## config.mk

```make
export PLATFORM = sky130hd
export DESIGN_NAME = i2c_arb_tx
export DESIGN_NICKNAME = d
export VERILOG_FILES = /design/src/rtl/i2c_arb_pkg.sv /design/src/rtl/i2c_arb_sync.sv /design/src/rtl/i2c_arb_bitctl.sv /design/src/rtl/i2c_arb_regs.sv /design/src/rtl/i2c_arb_tx.sv
export SDC_FILE = /design/constraint.sdc
export NUM_CORES = 1
export LEC_CHECK = 0
export BUFFER_PORTS_ARGS = -buffer_cell sky130_fd_sc_hd__buf_2
export CORE_MARGIN = 2
export CORE_UTILIZATION = 25
export CTS_CLUSTER_SIZE = 40
export DETAILED_ROUTE_END_ITERATION = 7
export PLACE_DENSITY_LB_ADDON = 0.2
export SETUP_SLACK_MARGIN = 0.2
export SYNTH_ARGS = -nofsm -noshare
export SYNTH_HDL_FRONTEND = slang
export SYNTH_SLANG_ARGS = --single-unit
```

## constraint.sdc

```tcl
create_clock -name clk -period 3.9 [get_ports clk]
set_clock_uncertainty 0.2 [all_clocks]
set_input_delay 0.78 -clock clk [delete_from_list [all_inputs] [get_ports clk]]
set_output_delay 0.78 -clock clk [all_outputs]
set_load 0.01 [all_outputs]
```

## src/rtl/i2c_arb_pkg.sv

```systemverilog
package i2c_arb_pkg;
  localparam int BYTE_W = 8;
  localparam logic [3:0] ACK_SLOT = 4'd8;

  typedef enum logic [2:0] {
    ST_IDLE,
    ST_STA_A,
    ST_STA_B,
    ST_LOW,
    ST_HIGH,
    ST_STO_A,
    ST_STO_B,
    ST_STO_C
  } bus_st_t;
endpackage

```

## src/rtl/i2c_arb_sync.sv

```systemverilog
module i2c_arb_sync #(
  parameter int W      = 2,
  parameter int STAGES = 2
) (
  input  logic         clk,
  input  logic         rst_n,
  input  logic [W-1:0] raw_i,
  output logic [W-1:0] lvl_o
);
  logic [W-1:0] stg [STAGES];

  always_ff @(posedge clk or negedge rst_n) begin
    if (!rst_n) begin
      for (int i = 0; i < STAGES; i++) stg[i] <= '1;
    end else begin
      stg[0] <= raw_i;
      for (int i = 1; i < STAGES; i++) stg[i] <= stg[i-1];
    end
  end

  assign lvl_o = stg[STAGES-1];
endmodule

```

## src/rtl/i2c_arb_bitctl.sv

```systemverilog
module i2c_arb_bitctl
  import i2c_arb_pkg::*;
#(
  parameter int DW = 8
) (
  input  logic              clk,
  input  logic              rst_n,
  input  logic [DW-1:0]     clk_div,
  input  logic              go_i,
  input  logic [BYTE_W-1:0] data_i,
  input  logic              more_i,
  input  logic              scl_lvl_i,
  input  logic              sda_lvl_i,
  output logic              ld_o,
  output logic              lost_o,
  output logic              done_o,
  output logic              scl_oe_o,
  output logic              sda_oe_o
);
  bus_st_t           st;
  logic [DW-1:0]     cnt;
  logic [DW:0]       cnt_nx;
  logic              hit;
  logic [3:0]        bitn;
  logic [BYTE_W-1:0] sh;
  logic              sda_q;
  logic              hi_seen;
  logic              scl_prev;
  logic              scl_rise;
  logic              ack_slot;

  assign cnt_nx   = {1'b0, cnt} + 1'b1;
  assign hit      = cnt_nx >= {1'b0, clk_div};
  assign scl_rise = scl_lvl_i & ~scl_prev;
  assign ack_slot = (bitn == ACK_SLOT);

  assign lost_o   = (st == ST_HIGH) && !hi_seen && scl_rise && !ack_slot
                    && sda_q && !sda_lvl_i;
  assign ld_o     = ((st == ST_IDLE) && go_i)
                 || ((st == ST_HIGH) && hi_seen && hit && ack_slot && more_i);
  assign done_o   = (st == ST_STO_C) && hit;
  assign scl_oe_o = (st == ST_STA_B) || (st == ST_LOW) || (st == ST_STO_A);
  assign sda_oe_o = !sda_q;

  always_ff @(posedge clk or negedge rst_n) begin
    if (!rst_n) scl_prev <= 1'b1;
    else        scl_prev <= scl_lvl_i;
  end

  always_ff @(posedge clk or negedge rst_n) begin
    if (!rst_n) begin
      st      <= ST_IDLE;
      cnt     <= '0;
      bitn    <= '0;
      sh      <= '0;
      sda_q   <= 1'b1;
      hi_seen <= 1'b0;
    end else begin
      case (st)
        ST_IDLE: begin
          sda_q <= 1'b1;
          cnt   <= '0;
          if (go_i) begin
            st   <= ST_STA_A;
            sh   <= data_i;
            bitn <= '0;
          end
        end
        ST_STA_A: begin
          sda_q <= 1'b0;
          if (hit) begin cnt <= '0; st <= ST_STA_B; end
          else cnt <= cnt + 1'b1;
        end
        ST_STA_B: begin
          if (hit) begin cnt <= '0; st <= ST_LOW; end
          else cnt <= cnt + 1'b1;
        end
        ST_LOW: begin
          if (cnt == '0) sda_q <= ack_slot ? 1'b1 : sh[BYTE_W-1];
          if (hit) begin cnt <= '0; hi_seen <= 1'b0; st <= ST_HIGH; end
          else cnt <= cnt + 1'b1;
        end
        ST_HIGH: begin
          if (lost_o) begin
            st    <= ST_IDLE;
            sda_q <= 1'b1;
            cnt   <= '0;
          end else if (!hi_seen) begin
            if (scl_rise) hi_seen <= 1'b1;
          end else if (hit) begin
            cnt <= '0;
            if (ack_slot) begin
              if (more_i) begin
                sh   <= data_i;
                bitn <= '0;
                st   <= ST_LOW;
              end else begin
                st <= ST_STO_A;
              end
            end else begin
              sh   <= {sh[BYTE_W-2:0], 1'b0};
              bitn <= bitn + 1'b1;
              st   <= ST_LOW;
            end
          end else begin
            cnt <= cnt + 1'b1;
          end
        end
        ST_STO_A: begin
          if (cnt == '0) sda_q <= 1'b0;
          if (hit) begin cnt <= '0; hi_seen <= 1'b0; st <= ST_STO_B; end
          else cnt <= cnt + 1'b1;
        end
        ST_STO_B: begin
          if (!hi_seen) begin
            if (scl_rise) hi_seen <= 1'b1;
          end else if (hit) begin
            cnt <= '0;
            st  <= ST_STO_C;
          end else begin
            cnt <= cnt + 1'b1;
          end
        end
        ST_STO_C: begin
          sda_q <= 1'b1;
          if (hit) begin cnt <= '0; st <= ST_IDLE; end
          else cnt <= cnt + 1'b1;
        end
        default: st <= ST_IDLE;
      endcase
    end
  end


  lost_release_chk: assert property (@(posedge clk) disable iff (!rst_n)
    lost_o |=> (!sda_oe_o && !scl_oe_o));


  sda_hold_hi_chk: assert property (@(posedge clk) disable iff (!rst_n)
    (st == ST_HIGH && !lost_o) |=> $stable(sda_oe_o));
endmodule

```

## src/rtl/i2c_arb_regs.sv

```systemverilog
module i2c_arb_regs
  import i2c_arb_pkg::*;
(
  input  logic              clk,
  input  logic              rst_n,
  input  logic              dat_we,
  input  logic [BYTE_W-1:0] dat_wdata,
  input  logic              dat_re,
  input  logic              ctl_we,
  input  logic              start_req,
  input  logic              ld_i,
  input  logic              lost_i,
  input  logic              done_i,
  output logic [BYTE_W-1:0] data_o,
  output logic              full_o,
  output logic              go_o,
  output logic              mst_o,
  output logic              trx_o,
  output logic              al_o
);
  logic              al_q, mst_q, trx_q, full_q;
  logic [BYTE_W-1:0] data_q;
  logic              clr;

  assign clr  = dat_we | dat_re | ctl_we;
  assign go_o = start_req & ~mst_q & ~al_q;

  always_ff @(posedge clk or negedge rst_n) begin
    if (!rst_n) begin
      al_q   <= 1'b0;
      mst_q  <= 1'b0;
      trx_q  <= 1'b0;
      full_q <= 1'b0;
      data_q <= '0;
    end else begin
      if (lost_i)   al_q <= 1'b1;
      else if (clr) al_q <= 1'b0;

      if (lost_i || done_i) begin
        mst_q <= 1'b0;
        trx_q <= 1'b0;
      end else if (go_o) begin
        mst_q <= 1'b1;
        trx_q <= 1'b1;
      end

      if (dat_we)    full_q <= 1'b1;
      else if (ld_i) full_q <= 1'b0;

      if (dat_we) data_q <= dat_wdata;
    end
  end

  assign data_o = data_q;
  assign full_o = full_q;
  assign mst_o  = mst_q;
  assign trx_o  = trx_q;
  assign al_o   = al_q;


  lost_mode_chk: assert property (@(posedge clk) disable iff (!rst_n)
    lost_i |=> (al_o && !mst_o && !trx_o));


  al_sticky_chk: assert property (@(posedge clk) disable iff (!rst_n)
    (al_o && !clr) |=> al_o);


  al_clear_chk: assert property (@(posedge clk) disable iff (!rst_n)
    (clr && !lost_i) |=> !al_o);


  start_blocked_chk: assert property (@(posedge clk) disable iff (!rst_n)
    (start_req && al_o && !mst_o) |=> !mst_o);
endmodule

```

## src/rtl/i2c_arb_tx.sv

```systemverilog
module i2c_arb_tx
  import i2c_arb_pkg::*;
#(
  parameter int DIV_W       = 8,
  parameter int SYNC_STAGES = 2
) (
  input  logic             clk,
  input  logic             rst_n,
  input  logic [DIV_W-1:0] clk_div,
  input  logic             scl_i,
  input  logic             sda_i,
  output logic             scl_oe,
  output logic             sda_oe,
  input  logic             dat_we,
  input  logic [7:0]       dat_wdata,
  input  logic             dat_re,
  output logic [7:0]       dat_rdata,
  input  logic             ctl_we,
  input  logic             start_req,
  output logic             mst_o,
  output logic             trx_o,
  output logic             al_o
);
  logic [1:0]        lvl;
  logic              ld, lost, done, go, full;
  logic [BYTE_W-1:0] data;

  i2c_arb_sync #(.W(2), .STAGES(SYNC_STAGES)) u_sync (
    .clk   (clk),
    .rst_n (rst_n),
    .raw_i ({sda_i, scl_i}),
    .lvl_o (lvl)
  );

  i2c_arb_bitctl #(.DW(DIV_W)) u_bitctl (
    .clk       (clk),
    .rst_n     (rst_n),
    .clk_div   (clk_div),
    .go_i      (go),
    .data_i    (data),
    .more_i    (full),
    .scl_lvl_i (lvl[0]),
    .sda_lvl_i (lvl[1]),
    .ld_o      (ld),
    .lost_o    (lost),
    .done_o    (done),
    .scl_oe_o  (scl_oe),
    .sda_oe_o  (sda_oe)
  );

  i2c_arb_regs u_regs (
    .clk       (clk),
    .rst_n     (rst_n),
    .dat_we    (dat_we),
    .dat_wdata (dat_wdata),
    .dat_re    (dat_re),
    .ctl_we    (ctl_we),
    .start_req (start_req),
    .ld_i      (ld),
    .lost_i    (lost),
    .done_i    (done),
    .data_o    (data),
    .full_o    (full),
    .go_o      (go),
    .mst_o     (mst_o),
    .trx_o     (trx_o),
    .al_o      (al_o)
  );

  assign dat_rdata = data;
endmodule

```

### After elaboration in Yosys (flattened, before gate mapping)

Cells that the tools add are included.

* register bits: 41
* latch bits: 0
* RAM bits: 0
* bits in read-only memories: 0
* input bits: 24
* logic and storage cells: 133
* memories: 0

* $add $sub $neg: 3
* multipliers: 0
* divide/modulo/power cells: 0
* order comparisons: 1
* equality and inequality tests: 26
* shift operators: 0
* multiplexer cells: 48
* bitwise logic cells: 8
* reductions and logical operators: 34

Operators by type and width (number)
* $mux W8: 9
* $mux W3: 13
* $pmux W8 S4: 1
* $mux W4: 6
* $ne A2 B1 Y1 const B: 12
* $pmux W3 S8: 1
* $pmux W8 S2: 1
* $mux W1: 14
* $eq A3 B3 Y1 const B: 4
* $logic_and A1 B1 Y1: 11
* $reduce_and A10 Y1: 1
* $add A8 B1 Y9 const B: 1
* $ge A9 B8 Y1: 1
* $add A8 B1 Y8 const B: 1
* $logic_not A8 Y1: 1
* $pmux W4 S2: 1
* $reduce_bool A2 Y1: 4
* $eq A3 B2 Y1 const B: 2
* $ne A2 B2 Y1 const B: 3
* $ne A3 B1 Y1 const B: 2
* $reduce_and A6 Y1: 1
* $pmux W1 S5: 1
* $reduce_bool A5 Y1: 1
* $reduce_or A5 Y1: 1
* other kinds (15): 27

### Longest topological paths before layout

* depth after elaboration: 8
* mapped depth: 12
* depth with buffers taken out: 11

### By module

A second synthesis with hierarchy kept.

* cell total of the unflattened synthesis: 257
* area total of the unflattened synthesis: 2537.4 µm²

By module, submodules not included
* i2c_arb_bitctl: instances 1, cells an instance 222, area an instance 1978.1 µm², sequential area each 653.1 µm²
* i2c_arb_regs: instances 1, cells an instance 29, area an instance 439.2 µm², sequential area each 275.3 µm²
* i2c_arb_sync: instances 1, cells an instance 6, area an instance 120.1 µm², sequential area each 105.1 µm²

### Worst setup path after synthesis

OpenSTA, ideal clock, no wires.

* path kind: flip-flop to flip-flop
* start: register u_bitctl.cnt[0]
* end: register u_bitctl.sh[1]
* library setup time: 0.125 ns
* data arrival time: 2.632 ns
* setup slack: 0.943 ns
* stages on the path, launching flop included: 13
* path buffers: 1
* cells stage by stage: dfrtp_1 -> ha_1 -> and3_1 -> nand3_1 -> xnor2_1 -> ha_1 -> and3_4 -> a221oi_2 -> a21boi_2 -> a21bo_2 -> o21ai_2 -> buf_6 -> mux2_4

* longest elaborated chain between the ends: 4

RTL lines
* start, declared: RTL line i2c_arb_bitctl.sv:21 `logic [DW-1:0] cnt;`
* start signal, assigned: RTL line i2c_arb_bitctl.sv:72 `else cnt <= cnt + 1'b1;`
* start signal, assigned: RTL line i2c_arb_bitctl.sv:76 `else cnt <= cnt + 1'b1;`
* start signal, assigned: RTL line i2c_arb_bitctl.sv:81 `else cnt <= cnt + 1'b1;`
* $add A8 B1 Y9: RTL line i2c_arb_bitctl.sv:32 `assign cnt_nx = {1'b0, cnt} + 1'b1;`
* $ge A9 B8 Y1: RTL line i2c_arb_bitctl.sv:33 `assign hit = cnt_nx >= {1'b0, clk_div};`
* $ne A2 B1 Y1 (no source line)
* $reduce_and A6 Y1 (no source line)
* end signal, assigned: RTL line i2c_arb_bitctl.sv:65 `sh <= data_i;`
* end signal, assigned: RTL line i2c_arb_bitctl.sv:94 `sh <= data_i;`
* end signal, assigned: RTL line i2c_arb_bitctl.sv:101 `sh <= {sh[BYTE_W-2:0], 1'b0};`
* end, declared: RTL line i2c_arb_bitctl.sv:25 `logic [BYTE_W-1:0] sh;`

Every way passes these cells.
A chain may end at the register's enable or synchronous reset.

### Worst setup path after layout

* start: register u_bitctl.cnt[0]
* end: register u_bitctl.sh[7]

Same word-level chain as after synthesis.

==> flow_summary.toml <==
[status]
status = "finished, final reports clean"

[global_route]
grt_pass1_vias = 1636
grt_pass1_wl_mm = 8.29
gr-total-overflow = 0
track_usage_pct = 10.4
antenna_found_initial = 0
grt_max_degree = 42

[cts]
cts_root_buf = "clkbuf_8"
clk_latency_ns = 0.30
post_cts_buffers = 0
cts_tree = "built"
cts_hold_buf = 0
cts_inserted_buffers = 5
cts.path.max_buffers = 2
cts_sinks = 41
post_cts_resized = 0
path_clk_slew_ns = 0.09
cts_max_level = 2

[yosys]
yosysTopAreaCellShare_pct = 37.6
synth-main-ff-cell = "dfrtp_1"
netlist_area_sq_um = 2330
ys_async_sr_fraction_pct = 100
yosysSeqAreaShare_pct = 44.3
syn_area_per_cell_sq_um = 9.51
syn_inst = 245
yosysWarningCount = 0
synth_top_cell_by_area = "dfrtp_1"
synth.ff_latch_count = 41
syn_nets = 281
synth.distinct_cells = 45
synth.area.top_cells = "dfrtp_1 38%, dfstp_2 6.8%, nand2_1 6.8%"
synth_edf_count = 0

[detailed_routing]
drt.antenna.violating_nets = 0
drc = 0
vias = 1758
wirelength_mm = 4.98
initialDrtViolationCount = 72
via_per_inst = 4.51
firstDrtPassIters = 4
wire_per_inst_um = 12.8

[critical_path]
endpoint_kind = "flip-flop"
crit_required_ns = 3.89
cp.arrival_ns = 3.47
worst_setup_path_start_kind = "flip-flop"
path_max_fanout = 11
path_class = "reg -> reg"
reg2reg_slack_ns = 0.42

[timing]
finalSetupViolCount = 0
setup_tns_ns = 0
worst_pin_slew_ns = 0.956
slew_viol_final = 0
post-route-min-period_ns = 3.48
max_freq_mhz = 287
hold_slack_ns = 0.158
rsz0062_at_grt = "no"
period_share_pct = 89.2
relSlewSlack_pct = 36.3
hold_viol = 0

[cells_and_area]
diodes = 0
final_util_pct = 29.9
num-fill-cells = 985
nets = 314
drive_above_1_share_pct = 26.2
area_growth_pct = 17.4

[place]
hpwl_mm = 3.56
port_buffers = 36
gp_congestion = 0.781

[pwr]
p_per_area_nw_per_um2 = 565
p_leak_nw = 1.33
ir_worst_vdd_uv = 216

[floorplanning]
design.core.area_sq_um = 9150
die_h_um = 101
start_util_pct = 25.5
std_cell_rows = 35
ios = 37
die_area_sq_um = 10100
die_x_um = 101

[job]
maxCapViolations = 0

[hold_path]
min_path_type = "reg -> reg"
-- state kept, by name (all words and copies together), names as in the netlist, 2 cells and up --
name,count
u_bitctl.bitn,4
u_bitctl.cnt,8
u_bitctl.sh,8
u_bitctl.st,3
u_regs.data_o,8
u_sync.lvl_o,2
u_sync.stg,2
-- per-stage QoR --
stage	instances	setup WS (ns)	area [sq um]	power, mW
after floorplan	245	0.943	2330	1.00
after global placement	382	0.497	2600	1.15
after detailed placement	382	0.409	2600	1.15
after CTS	390	0.398	2740	1.57
after global routing	390	0.200	2740	1.69
final	390	0.421	2740	1.55
-- per-layer routing --
| layer | track usage [%] | up-vias | wire length [um] |
|---|---|---|---|
| met5 | 0 | - | 0 |
| met4 | 3.27 | 0 | 72 |
| li1 | - | 900 | - |
| met1 | 15.4 | 816 | 2620 |
| met2 | 15.2 | 37 | 2130 |
| met3 | 2.08 | 5 | 159 |
-- synth_stat cells (2+ instances only) --
master     n
a31oi_1    2
nand2b_1   3
dfstp_2    6
clkbuf_1   6
o31ai_1    2
nor3_1     4
xor2_1     3
ha_1      12
and3_1     5
o21ai_0   12
mux2_2     9
nor2b_1    2
inv_1     23
nor2_1     8
dfrtp_1   35
a21o_1     4
nand4_1    8
mux2i_1    3
nand3_1   11
nor3b_1    2
buf_2      3
xnor2_1    6
a21oi_1    8
mux2_4     6
nand2_1   42
-- final cells by class --
type / instances / area [sq um] / area share [%]
Inverter: 23 / 86.3 / 3.15
Multi-Input combinational cell: 169 / 1150 / 42.0
Clock inverter: 3 / 65.1 / 2.38
Sequential cell: 41 / 1030 / 37.8
Clock buffer: 5 / 68.8 / 2.51
Tap cell: 111 / 139 / 5.07
Timing Repair Buffer: 38 / 195 / 7.13
-- cells by family after synthesis --
group / share of synthesized area, %
adders and majority gates: 6.44
muxes: 9.50
buffers and inverters: 6.33
DFF: 44.3
xor gates and xnor gates: 3.38
and+or+nand+nor: 17.5
AOI/OAI and AO/OA: 12.5
-- critical path: stages (launching register included) --
cell and delay [ns]:
dfrtp_1 0.43, ha_1 0.26, and3_1 0.26, nand3_1 0.11, xnor2_1 0.17, ha_1 0.31, and3_4 0.19, a221oi_2 0.06
a21boi_2 0.16, a21bo_2 0.24, o21ai_2 0.57, mux2_2 0.40
-- layout by cell type (no fill, tap or decap), types with 8 or more instances in the layout --
cell / count
buf_2: 36
nand2_1: 42
nor2_1: 8
a21oi_1: 8
inv_1: 23
nand4_1: 8
dfrtp_1: 35
ha_1: 12
o21ai_0: 12
mux2_2: 9
nand3_1: 11
-- report_power, final --
| group | switching (mW) | leakage (nW) | internal, mW |
|---|---|---|---|
| Sequential | 0.121 | 0.486 | 0.523 |
| Clock | 0.154 | 0.0681 | 0.254 |
| Combinational | 0.268 | 0.772 | 0.225 |
| Total | 0.543 | 1.33 | 1.00 |
-- worst paths after layout --
kind                                     to             from  cells past startpoint
hold reg to reg             u_sync.lvl_o[0]    u_sync.stg[2]                      0
max in group asynchronous   u_bitctl.cnt[5]            rst_n                      1
setup / recovery             u_bitctl.sh[7]  u_bitctl.cnt[0]                     11
min in group asynchronous  u_regs.data_o[5]            rst_n                      1
setup reg to reg             u_bitctl.sh[7]  u_bitctl.cnt[0]                     11
hold / removal              u_sync.lvl_o[0]    u_sync.stg[2]                      0
(Power assumes the default switching activity.)
